$ cat config.mk
export PLATFORM = sky130hd
export DESIGN_NAME = vidctl_host_port
export DESIGN_NICKNAME = d
export VERILOG_FILES = /design/src/rtl/vidctl_pkg.sv /design/src/rtl/vidctl_ctrl_decode.sv /design/src/rtl/vidctl_regfile.sv /design/src/rtl/vidctl_addr_unit.sv /design/src/rtl/vidctl_host_port.sv
export SDC_FILE = /design/constraint.sdc
export NUM_CORES = 1
export LEC_CHECK = 0
export ABC_AREA = 1
export BUFFER_PORTS_ARGS = -buffer_cell sky130_fd_sc_hd__buf_2
export CAP_MARGIN = 30
export CORE_ASPECT_RATIO = 0.6
export CORE_MARGIN = 1.5
export CORE_UTILIZATION = 30
export CTS_BUF_LIST = sky130_fd_sc_hd__clkbuf_2
export DETAILED_ROUTE_END_ITERATION = 10
export PLACE_DENSITY = 0.56
export SYNTH_ARGS = -nofsm -noshare
export SYNTH_HDL_FRONTEND = slang
export SYNTH_SLANG_ARGS = --single-unit
$ cat constraint.sdc
create_clock -name clk -period 2.74 [get_ports clk]
set_input_delay 0.548 -clock clk [delete_from_list [all_inputs] [get_ports clk]]
set_output_delay 0.548 -clock clk [all_outputs]
set_load 0.02 [all_outputs]
$ cat src/rtl/vidctl_pkg.sv
// Package: shared encodings for the host command port.
// Assumes 16-bit host words; the register-write tag and target codes are fixed
// by the command format and must not change.
package vidctl_pkg;
    localparam int unsigned HOST_W      = 16;
    localparam logic [2:0]  REGWR_TAG   = 3'b100;
    localparam int unsigned REGIDX_LSB  = 8;

    // Memory target selected by bits 15:14 of the first command word.
    typedef enum logic [1:0] {
        TGT_NONE0 = 2'b00,
        TGT_VRAM  = 2'b01,
        TGT_NONE2 = 2'b10,
        TGT_CRAM  = 2'b11
    } tgt_e;
endpackage

$ cat src/rtl/vidctl_ctrl_decode.sv
// Module: splits a control word into its register-write fields.
// Assumes the register index sits directly above the value byte and that the
// tag occupies the top three bits; the pending-command override is applied by
// the address unit, not here.
module vidctl_ctrl_decode
    import vidctl_pkg::*;
#(
    parameter int unsigned IDX_W = 5,
    parameter int unsigned REG_W = 8
) (
    input  logic [HOST_W-1:0] ctrl_word,
    output logic              reg_form,
    output logic [IDX_W-1:0]  reg_idx,
    output logic [REG_W-1:0]  reg_val
);
    localparam int unsigned IDX_MSB = REGIDX_LSB + IDX_W - 1;

    // Field extraction for a register-form word.
    always_comb begin
        reg_form = (ctrl_word[HOST_W-1 -: 3] == REGWR_TAG);
        reg_idx  = ctrl_word[IDX_MSB:REGIDX_LSB];
        reg_val  = ctrl_word[REG_W-1:0];
    end
endmodule

$ cat src/rtl/vidctl_regfile.sv
// Module: byte-wide configuration register file with one write port and one
// read port. Assumes writes to indices at or above NUM_REGS are dropped and
// that such indices read as zero. Exposes the address step register directly.
module vidctl_regfile #(
    parameter int unsigned NUM_REGS = 24,
    parameter int unsigned IDX_W    = 5,
    parameter int unsigned REG_W    = 8,
    parameter int unsigned STEP_IDX = 15
) (
    input  logic             clk,
    input  logic             rst_n,
    input  logic             wr_en,
    input  logic [IDX_W-1:0] wr_idx,
    input  logic [REG_W-1:0] wr_val,
    input  logic [IDX_W-1:0] rd_idx,
    output logic [REG_W-1:0] rd_val,
    output logic [REG_W-1:0] step
);
    logic [NUM_REGS-1:0][REG_W-1:0] regs;
    logic [NUM_REGS-1:0]            hit;

    // One write-enable decode per register.
    genvar g;
    generate
        for (g = 0; g < NUM_REGS; g++) begin : g_hit
            assign hit[g] = wr_en && (wr_idx == IDX_W'(g));
        end
    endgenerate

    // Register storage: clear on reset, load on a matching write.
    always_ff @(posedge clk) begin
        if (!rst_n) begin
            regs <= '0;
        end else begin
            for (int i = 0; i < NUM_REGS; i++) begin
                if (hit[i]) regs[i] <= wr_val;
            end
        end
    end

    // Read mux; unmatched indices return zero.
    always_comb begin
        rd_val = '0;
        for (int i = 0; i < NUM_REGS; i++) begin
            if (rd_idx == IDX_W'(i)) rd_val = regs[i];
        end
    end

    assign step = regs[STEP_IDX];

    assert_step_load_R2: assert property (@(posedge clk) disable iff (!rst_n)
        (wr_en && wr_idx == IDX_W'(STEP_IDX)) |=> (step == $past(wr_val)));

    assert_high_index_ignored_R3: assert property (@(posedge clk) disable iff (!rst_n)
        (wr_en && wr_idx >= IDX_W'(NUM_REGS)) |=> $stable(regs));
endmodule

$ cat src/rtl/vidctl_addr_unit.sv
// Module: address pointer, memory target and pending-command flag.
// Assumes the host never needs a control write and a data advance to apply in
// the same cycle: the control write wins and the advance is dropped.
module vidctl_addr_unit
    import vidctl_pkg::*;
#(
    parameter int unsigned ADDR_W = 16,
    parameter int unsigned LOW_W  = 14,
    parameter int unsigned STEP_W = 8
) (
    input  logic              clk,
    input  logic              rst_n,
    input  logic              ctrl_wr,
    input  logic              ctrl_rd,
    input  logic [HOST_W-1:0] ctrl_word,
    input  logic              reg_form,
    input  logic              data_adv,
    input  logic [STEP_W-1:0] step,
    output logic              reg_wr_en,
    output logic [ADDR_W-1:0] ptr,
    output tgt_e              tgt,
    output logic              pending
);
    localparam int unsigned HI_W = ADDR_W - LOW_W;

    // A register write is only taken when no command half is outstanding.
    assign reg_wr_en = ctrl_wr && !pending && reg_form;

    // Command sequencing and pointer advance.
    always_ff @(posedge clk) begin
        if (!rst_n) begin
            ptr     <= '0;
            tgt     <= TGT_NONE0;
            pending <= 1'b0;
        end else if (ctrl_wr) begin
            if (pending) begin
                ptr[ADDR_W-1:LOW_W] <= ctrl_word[HI_W-1:0];
                pending             <= 1'b0;
            end else if (!reg_form) begin
                tgt          <= tgt_e'(ctrl_word[HOST_W-1 -: 2]);
                ptr[LOW_W-1:0] <= ctrl_word[LOW_W-1:0];
                pending      <= 1'b1;
            end
        end else begin
            if (ctrl_rd)  pending <= 1'b0;
            if (data_adv) ptr     <= ptr + ADDR_W'(step);
        end
    end

    assert_second_word_completes_R4: assert property (@(posedge clk) disable iff (!rst_n)
        (ctrl_wr && pending) |=> (!pending && ptr[ADDR_W-1:LOW_W] == $past(ctrl_word[HI_W-1:0])));

    assert_advance_by_step_R8: assert property (@(posedge clk) disable iff (!rst_n)
        (data_adv && !ctrl_wr) |=> (ptr == $past(ptr) + ADDR_W'($past(step))));

    assert_read_clears_pending_R9: assert property (@(posedge clk) disable iff (!rst_n)
        (ctrl_rd && !ctrl_wr) |=> !pending);
endmodule

$ cat src/rtl/vidctl_host_port.sv
// Module: top of the host command port. Decodes control words, holds the
// register file and address state, and issues registered one-cycle write
// strobes toward video RAM and colour RAM.
// Assumes the memories accept one write per cycle with no back-pressure.
module vidctl_host_port
    import vidctl_pkg::*;
#(
    parameter int unsigned NUM_REGS   = 24,
    parameter int unsigned IDX_W      = 5,
    parameter int unsigned REG_W      = 8,
    parameter int unsigned STEP_IDX   = 15,
    parameter int unsigned ADDR_W     = 16,
    parameter int unsigned LOW_W      = 14,
    parameter int unsigned CRAM_IDX_W = 6
) (
    input  logic                clk,
    input  logic                rst_n,
    input  logic                ctrl_wr,
    input  logic                ctrl_rd,
    input  logic                data_wr,
    input  logic [15:0]         host_wdata,
    input  logic [IDX_W-1:0]    reg_rd_sel,
    output logic [REG_W-1:0]    reg_rd_val,
    output logic                vram_we,
    output logic [ADDR_W-2:0]   vram_waddr,
    output logic                cram_we,
    output logic [CRAM_IDX_W-1:0] cram_waddr,
    output logic [15:0]         mem_wdata
);
    logic              reg_form;
    logic [IDX_W-1:0]  reg_idx;
    logic [REG_W-1:0]  reg_val;
    logic              reg_wr_en;
    logic [REG_W-1:0]  step;
    logic [ADDR_W-1:0] ptr;
    tgt_e              tgt;
    logic              pending;
    logic              data_go;
    logic              unused_ptr_lsb;

    assign data_go        = data_wr && !ctrl_wr;
    assign unused_ptr_lsb = ptr[0];

    vidctl_ctrl_decode #(.IDX_W(IDX_W), .REG_W(REG_W)) u_decode (
        .ctrl_word (host_wdata),
        .reg_form  (reg_form),
        .reg_idx   (reg_idx),
        .reg_val   (reg_val)
    );

    vidctl_regfile #(
        .NUM_REGS(NUM_REGS), .IDX_W(IDX_W), .REG_W(REG_W), .STEP_IDX(STEP_IDX)
    ) u_regs (
        .clk    (clk),
        .rst_n  (rst_n),
        .wr_en  (reg_wr_en),
        .wr_idx (reg_idx),
        .wr_val (reg_val),
        .rd_idx (reg_rd_sel),
        .rd_val (reg_rd_val),
        .step   (step)
    );

    vidctl_addr_unit #(.ADDR_W(ADDR_W), .LOW_W(LOW_W), .STEP_W(REG_W)) u_addr (
        .clk       (clk),
        .rst_n     (rst_n),
        .ctrl_wr   (ctrl_wr),
        .ctrl_rd   (ctrl_rd),
        .ctrl_word (host_wdata),
        .reg_form  (reg_form),
        .data_adv  (data_go),
        .step      (step),
        .reg_wr_en (reg_wr_en),
        .ptr       (ptr),
        .tgt       (tgt),
        .pending   (pending)
    );

    // Registered write strobes, addresses and data toward the memories.
    always_ff @(posedge clk) begin
        if (!rst_n) begin
            vram_we    <= 1'b0;
            cram_we    <= 1'b0;
            vram_waddr <= '0;
            cram_waddr <= '0;
            mem_wdata  <= '0;
        end else begin
            vram_we <= data_go && (tgt == TGT_VRAM);
            cram_we <= data_go && (tgt == TGT_CRAM);
            if (data_go) begin
                vram_waddr <= ptr[ADDR_W-1:1];
                cram_waddr <= ptr[CRAM_IDX_W:1];
                mem_wdata  <= host_wdata;
            end
        end
    end

    assert_vram_strobe_origin_R5: assert property (@(posedge clk) disable iff (!rst_n)
        vram_we |-> ($past(data_wr) && !$past(ctrl_wr)));

    assert_collision_drops_data_R11: assert property (@(posedge clk) disable iff (!rst_n)
        (ctrl_wr && data_wr) |=> (!vram_we && !cram_we));

    assert_single_strobe_R12: assert property (@(posedge clk) disable iff (!rst_n)
        !(vram_we && cram_we));
endmodule

# After elaboration in Yosys (flattened, before gate mapping)

Index checks and enable logic that the tools add are counted.

Output and inout port bits: 47
Input bits: 26
Bits in registers: 250

Equal/unequal tests: 52
Bitwise operators: 2
Add/subtract/negate cells: 1
Muxes and demuxes: 33
Reduce and logical (&&, ||, !) cells: 38

Operators with widths:

| kind                 | number |
|---|---|
| $mux W8              | 24 |
| $eq A5 B4 Y1 const B | 16 |
| $eq A5 B5 Y1 const B | 16 |
| $eq A5 B3 Y1 const B | 8 |
| $mux W16             | 2 |
| $logic_and A1 B1 Y1  | 29 |
| $mux W14             | 2 |
| $eq A5 B2 Y1 const B | 4 |
| $add A16 B8 Y16      | 1 |
| $eq A5 B1 Y1 const B | 2 |
| $logic_not A5 Y1     | 2 |
| $reduce_and A3 Y1    | 2 |
| $mux W1              | 4 |
| $ne A2 B2 Y1 const B | 2 |
| $reduce_bool A2 Y1   | 2 |
| $eq A3 B3 Y1 const B | 1 |
| $eq A2 B1 Y1 const B | 1 |
| $eq A2 B2 Y1 const B | 1 |
| $logic_not A1 Y1     | 2 |
| $mux W2              | 1 |
| $ne A2 B1 Y1 const B | 1 |
| $not A1 Y1           | 2 |
| $reduce_and A2 Y1    | 1 |

# Longest topological paths before layout

Depth in word-level cells: 25
Mapped depth: 17

# Modules after synthesis

Synthesis repeated with hierarchy kept, for this count alone.

Cells, all modules: 1772
Area total of the unflattened synthesis: 11770.0 µm²

By module, submodules not included:

| module             | cells an instance | area an instance (µm²) | sequential area each (µm²) | instances |
|---|---|---|---|---|
| vidctl_regfile     | 1278              | 8605.8                 | 3843.7                     | 1 |
| vidctl_addr_unit   | 263               | 1605.3                 | 380.4                      | 1 |
| vidctl_host_port   | 215               | 1447.6                 | 660.6                      | 1 |
| vidctl_ctrl_decode | 16                | 111.4                  | 0.0                        | 1 |

# Worst setup path after synthesis

No wires, ideal clock.

Kind: input-to-output
Start point: input reg_rd_sel[1]
End point: output reg_rd_val[7]
Path buffers: 0
Cell stages on the path: 14
Arrival time: 2.050 ns
Setup slack: 0.142 ns
Cells stage by stage: inv_1 -> nand2_2 -> nor2_2 -> inv_2 -> nor2_1 -> nand2_1 -> nand2_1 -> nand4_1 -> nor2_1 -> nand3_1 -> nand2_1 -> nand4_1 -> nor2_1 -> nand4_1

Cells in the longest elaborated chain, start to end: 25
Elaborated cells between the ends (all ways): 48

Ends and longest elaborated chain:

| what                  | line                   | RTL |
|---|---|---|
| start, declared       | vidctl_host_port.sv:22 | `input logic [IDX_W-1:0] reg_rd_sel,` |
| $logic_not A5 Y1      | vidctl_regfile.sv:45   | `if (rd_idx == IDX_W'(i)) rd_val = regs[i];` |
| $mux W8 (23 in a row) | vidctl_regfile.sv:45   |  |
| $mux W8 (*)           | vidctl_regfile.sv:45   |  |
| end, declared         | vidctl_host_port.sv:23 | `output logic [REG_W-1:0] reg_rd_val,` |

Every way passes the cells marked *; elsewhere a longest branch is shown, timed or not.

# Worst setup path after layout

Start point: register u_regs.regs[6] (netlist bit)
End point: output reg_rd_val[6]

Cells in the longest elaborated chain, start to end: 24

Ends and longest elaborated chain:

| what                            | line                 | RTL |
|---|---|---|
| start, declared                 | vidctl_regfile.sv:19 | `logic [NUM_REGS-1:0][REG_W-1:0] regs;` |
| start signal, assigned by index | vidctl_regfile.sv:36 | `if (hit[i]) regs[i] <= wr_val;` |
| $mux W8 (24 in a row)           | vidctl_regfile.sv:45 |  |

No other way between the ends.

==> results.tsv <==
metric	value	unit
top cells by area, synth	dfxtp_1 (45%), o21ai_0 (11%), nor2_1 (11%)	
fin crit period	3.72	ns
asr flop ratio synth	0	%
Peak VDD IR	0.231	mV
Die Wd	248	um
Slowest-stage cell, CP	dfxtp_1	
gpl congestion	0.935	
CTS buffer count	60	
first-pass GRT wire length	56.8	mm
worst setup path class	register to output pin	
share of layout cells above drive strength 1	17.7	%
clock buffer depth	3	
RSZ-0062 raised after global routing	true	
area of the die	37100	um2
crit path DAT	3.17	ns
CTS tree	yes	
XOR/XNOR Fraction of Synth Area	0.893	%
via/cell ratio	4.92	
Syn. warnings	0	
final worst path period share	136	%
Die H	150	um
Hold Crit Class	primary input to register	
# diodes	0	
average routed wire per standard cell	16.5	um
area grow syn2layout	18.6	%
most frequent cells after synthesis	nor2_1 (327), o21ai_0 (247), dfxtp_1 (244)	
Core Region	35200	um2
crit-path most repeated cell	nand4_1	
slew margin rel.	47.9	%
post-synthesis mux area share	0	%
antenna-violating nets left	0	
CTS H-tree lvls	2	
Sink Count	244	
largest family of logic cells by synthesized area	simple AND/OR/NAND/NOR gates	
post-synthesis sequential area ratio	45.3	%
simple-gate share of the synthesized area	25.2	%
Mapped Area	10800	um2
crit-path max cell delay	0.36	ns
# fillers	3748	
Final Hold Vio Count	0	
IO Pins	73	
Synth Area in Adders	1.11	%
Root Buffer	clkbuf_2	
Synth Register Bits	244	
initial core utilization	30.6	%
final hold slack	0.132	ns
Main synth FF type	dfxtp_1	
pwr dens	518	nW/um2
final setup margin	-0.982	ns
Slew @ Worst Pin	0.781	ns
Overflow after GRT	0	
CP endpoint kind	output pin	
Finish-stage setup viols	8	
Routed WL	36.6	mm
Max Cap Violations	0	
Layout Utilization	36.3	%
Detailed Place HPWL	25.3	mm
post-synth top area cell	dfxtp_1	
Max FO, Critical Path	2	
overall power	6.62	mW
Setup Skew	0.0812	ns
EDFF count, synth	0	
worst path cell trace	nand3_1 > nand3_2 > nor2_2 > nand4_1 > nand2_1 > nand4_1 > nor3_4 > nand4_1 > nor2_1 > nand4_1 > nor2_1 > nand4_1 > buf_2	
Post-route DRC	3	
# port buffers	72	
status	finished with violations	
failing checks	DRC, setup timing	
Synthesized Nets	1594	
Yosys cell types	34	
number of global-route vias before repair	10100	
Pins Over Slew Limit	0	
Fmax	0.269	GHz
First-pass DRT Iterations	8	
Layout Cells excl Fill	2213	
clk_lat worst skew	0.95	ns
CP Launch Type	register	
initial antenna violation count	0	
pin count of the biggest net entering global routing	109	
Gate Count Post-Synth	1559	
gr usage total	19.7	%
Worst-path clk slew	0.12	ns
cell with the most instances after synthesis	nor2_1	
Compound-Gate Fraction of Synth Area	18.7	%
syn avg cell area	6.92	um2
initial drt markers	1068	
CP required	2.19	ns
via count	10900	
post-CTS setup buffer count	0	
Pleak	5.42	nW
Cells after DPL	2100	
number of nets in the layout	1745	
Yosys top cell area share	45.3	%
row cnt	53	
-- placed cells by master, fill, tap and decap left out, types with 6 or more instances in the layout --
cell and instances:
nand2_1 203, or2_2 9, nand2_2 6, buf_4 86
dlygate4sd3_1 15, xor2_1 8, o21ai_0 246, nor2_2 20
dfxtp_2 9, nand4_1 46, dfxtp_1 235, nand3_1 23
inv_1 148, ha_1 8, nor2_1 319, nor3_1 8
buf_2 69, clkinv_1 14, a21oi_1 146, clkbuf_2 85
-- metrics by stage --
step,area [um2],setup WS [ns],setup TNS (ns)
after CTS,12700,-1.05,-6.30
after floorplan,10800,0.142,0
after global routing,12800,-1.24,-7.39
after global placement,12000,-0.780,-5.67
final,12800,-0.982,-5.58
after detailed placement,12000,-0.866,-6.35
-- worst max-delay path: cells and delay by family (launching register included) --
kind | cells | cell delay (ns)
buffers and inverters | 1 | 0.20
DFF | 1 | 0.36
and+or+nand+nor | 12 | 1.69
-- metal layers --
metal | track usage [%] | wire length (um) | up-vias
li1 | - | - | 5375
met1 | 30.1 | 18400 | 5026
met2 | 26.9 | 14400 | 413
met3 | 4.32 | 3060 | 63
met4 | 5.67 | 718 | 0
met5 | 0 | 0 | -
-- sequential cells by signal, summed over array words and instances, names as in the netlist --
| register | count |
|---|---|
| u_regs.regs | 184 |
| u_addr.tgt | 2 |
| vram_waddr | 15 |
| mem_wdata | 16 |
| cram_we | 1 |
| u_addr.pending | 1 |
| vram_we | 1 |
| u_regs.step | 8 |
| u_addr.ptr | 16 |
-- kinds of logic (layout without fill, tap and decap cells) --
kind of cell | after synthesis | count (layout)
xor gates and xnor gates | 11 | 11
DFF | 244 | 244
buffers and inverters | 241 | 428
AOI/OAI and AO/OA | 401 | 401
adders and majority gates | 9 | 9
and+or+nand+nor | 653 | 653
-- worst paths after layout --
kind                           startpoint                       endpoint  slack [ns]  cells past startpoint
min                         host_wdata[1]  u_regs.regs[129]$_SDFFE_PN0P_        0.13                      3
max reg2reg   u_regs.step[0]$_SDFFE_PN0P_    u_addr.ptr[14]$_SDFFE_PN0P_        0.22                     14
min reg2reg  u_regs.regs[97]$_SDFFE_PN0P_   u_regs.regs[97]$_SDFFE_PN0P_        0.45                      2
max           u_regs.regs[6]$_SDFFE_PN0P_                  reg_rd_val[6]       -0.98                     13
-- final cells by class --
type	instances	area (um2)	share of cell area, %
Clock buffer	85	425	3.32
Tap cell	467	584	4.57
Sequential cell	244	4900	38.3
Inverter	157	589	4.61
Timing Repair Buffer	173	1190	9.32
Clock inverter	13	57.6	0.450
Multi-Input combinational cell	1074	5050	39.5
-- what timing repair did --
item	4_1_cts	5_1_grt
pin swaps	3	15
endpoints found under the setup margin	9	10
cloned	0	0
gates resized for setup	15	23
endpoints found under the hold margin	38	0
hold buffers	15	0
-- report_power, final --
part / total [mW] / switching (mW) / internal, mW
Sequential: 3.65 / 0.0420 / 3.60
Combinational: 0.617 / 0.422 / 0.195
Clock: 2.36 / 1.54 / 0.822
(Power assumes the default switching activity.)
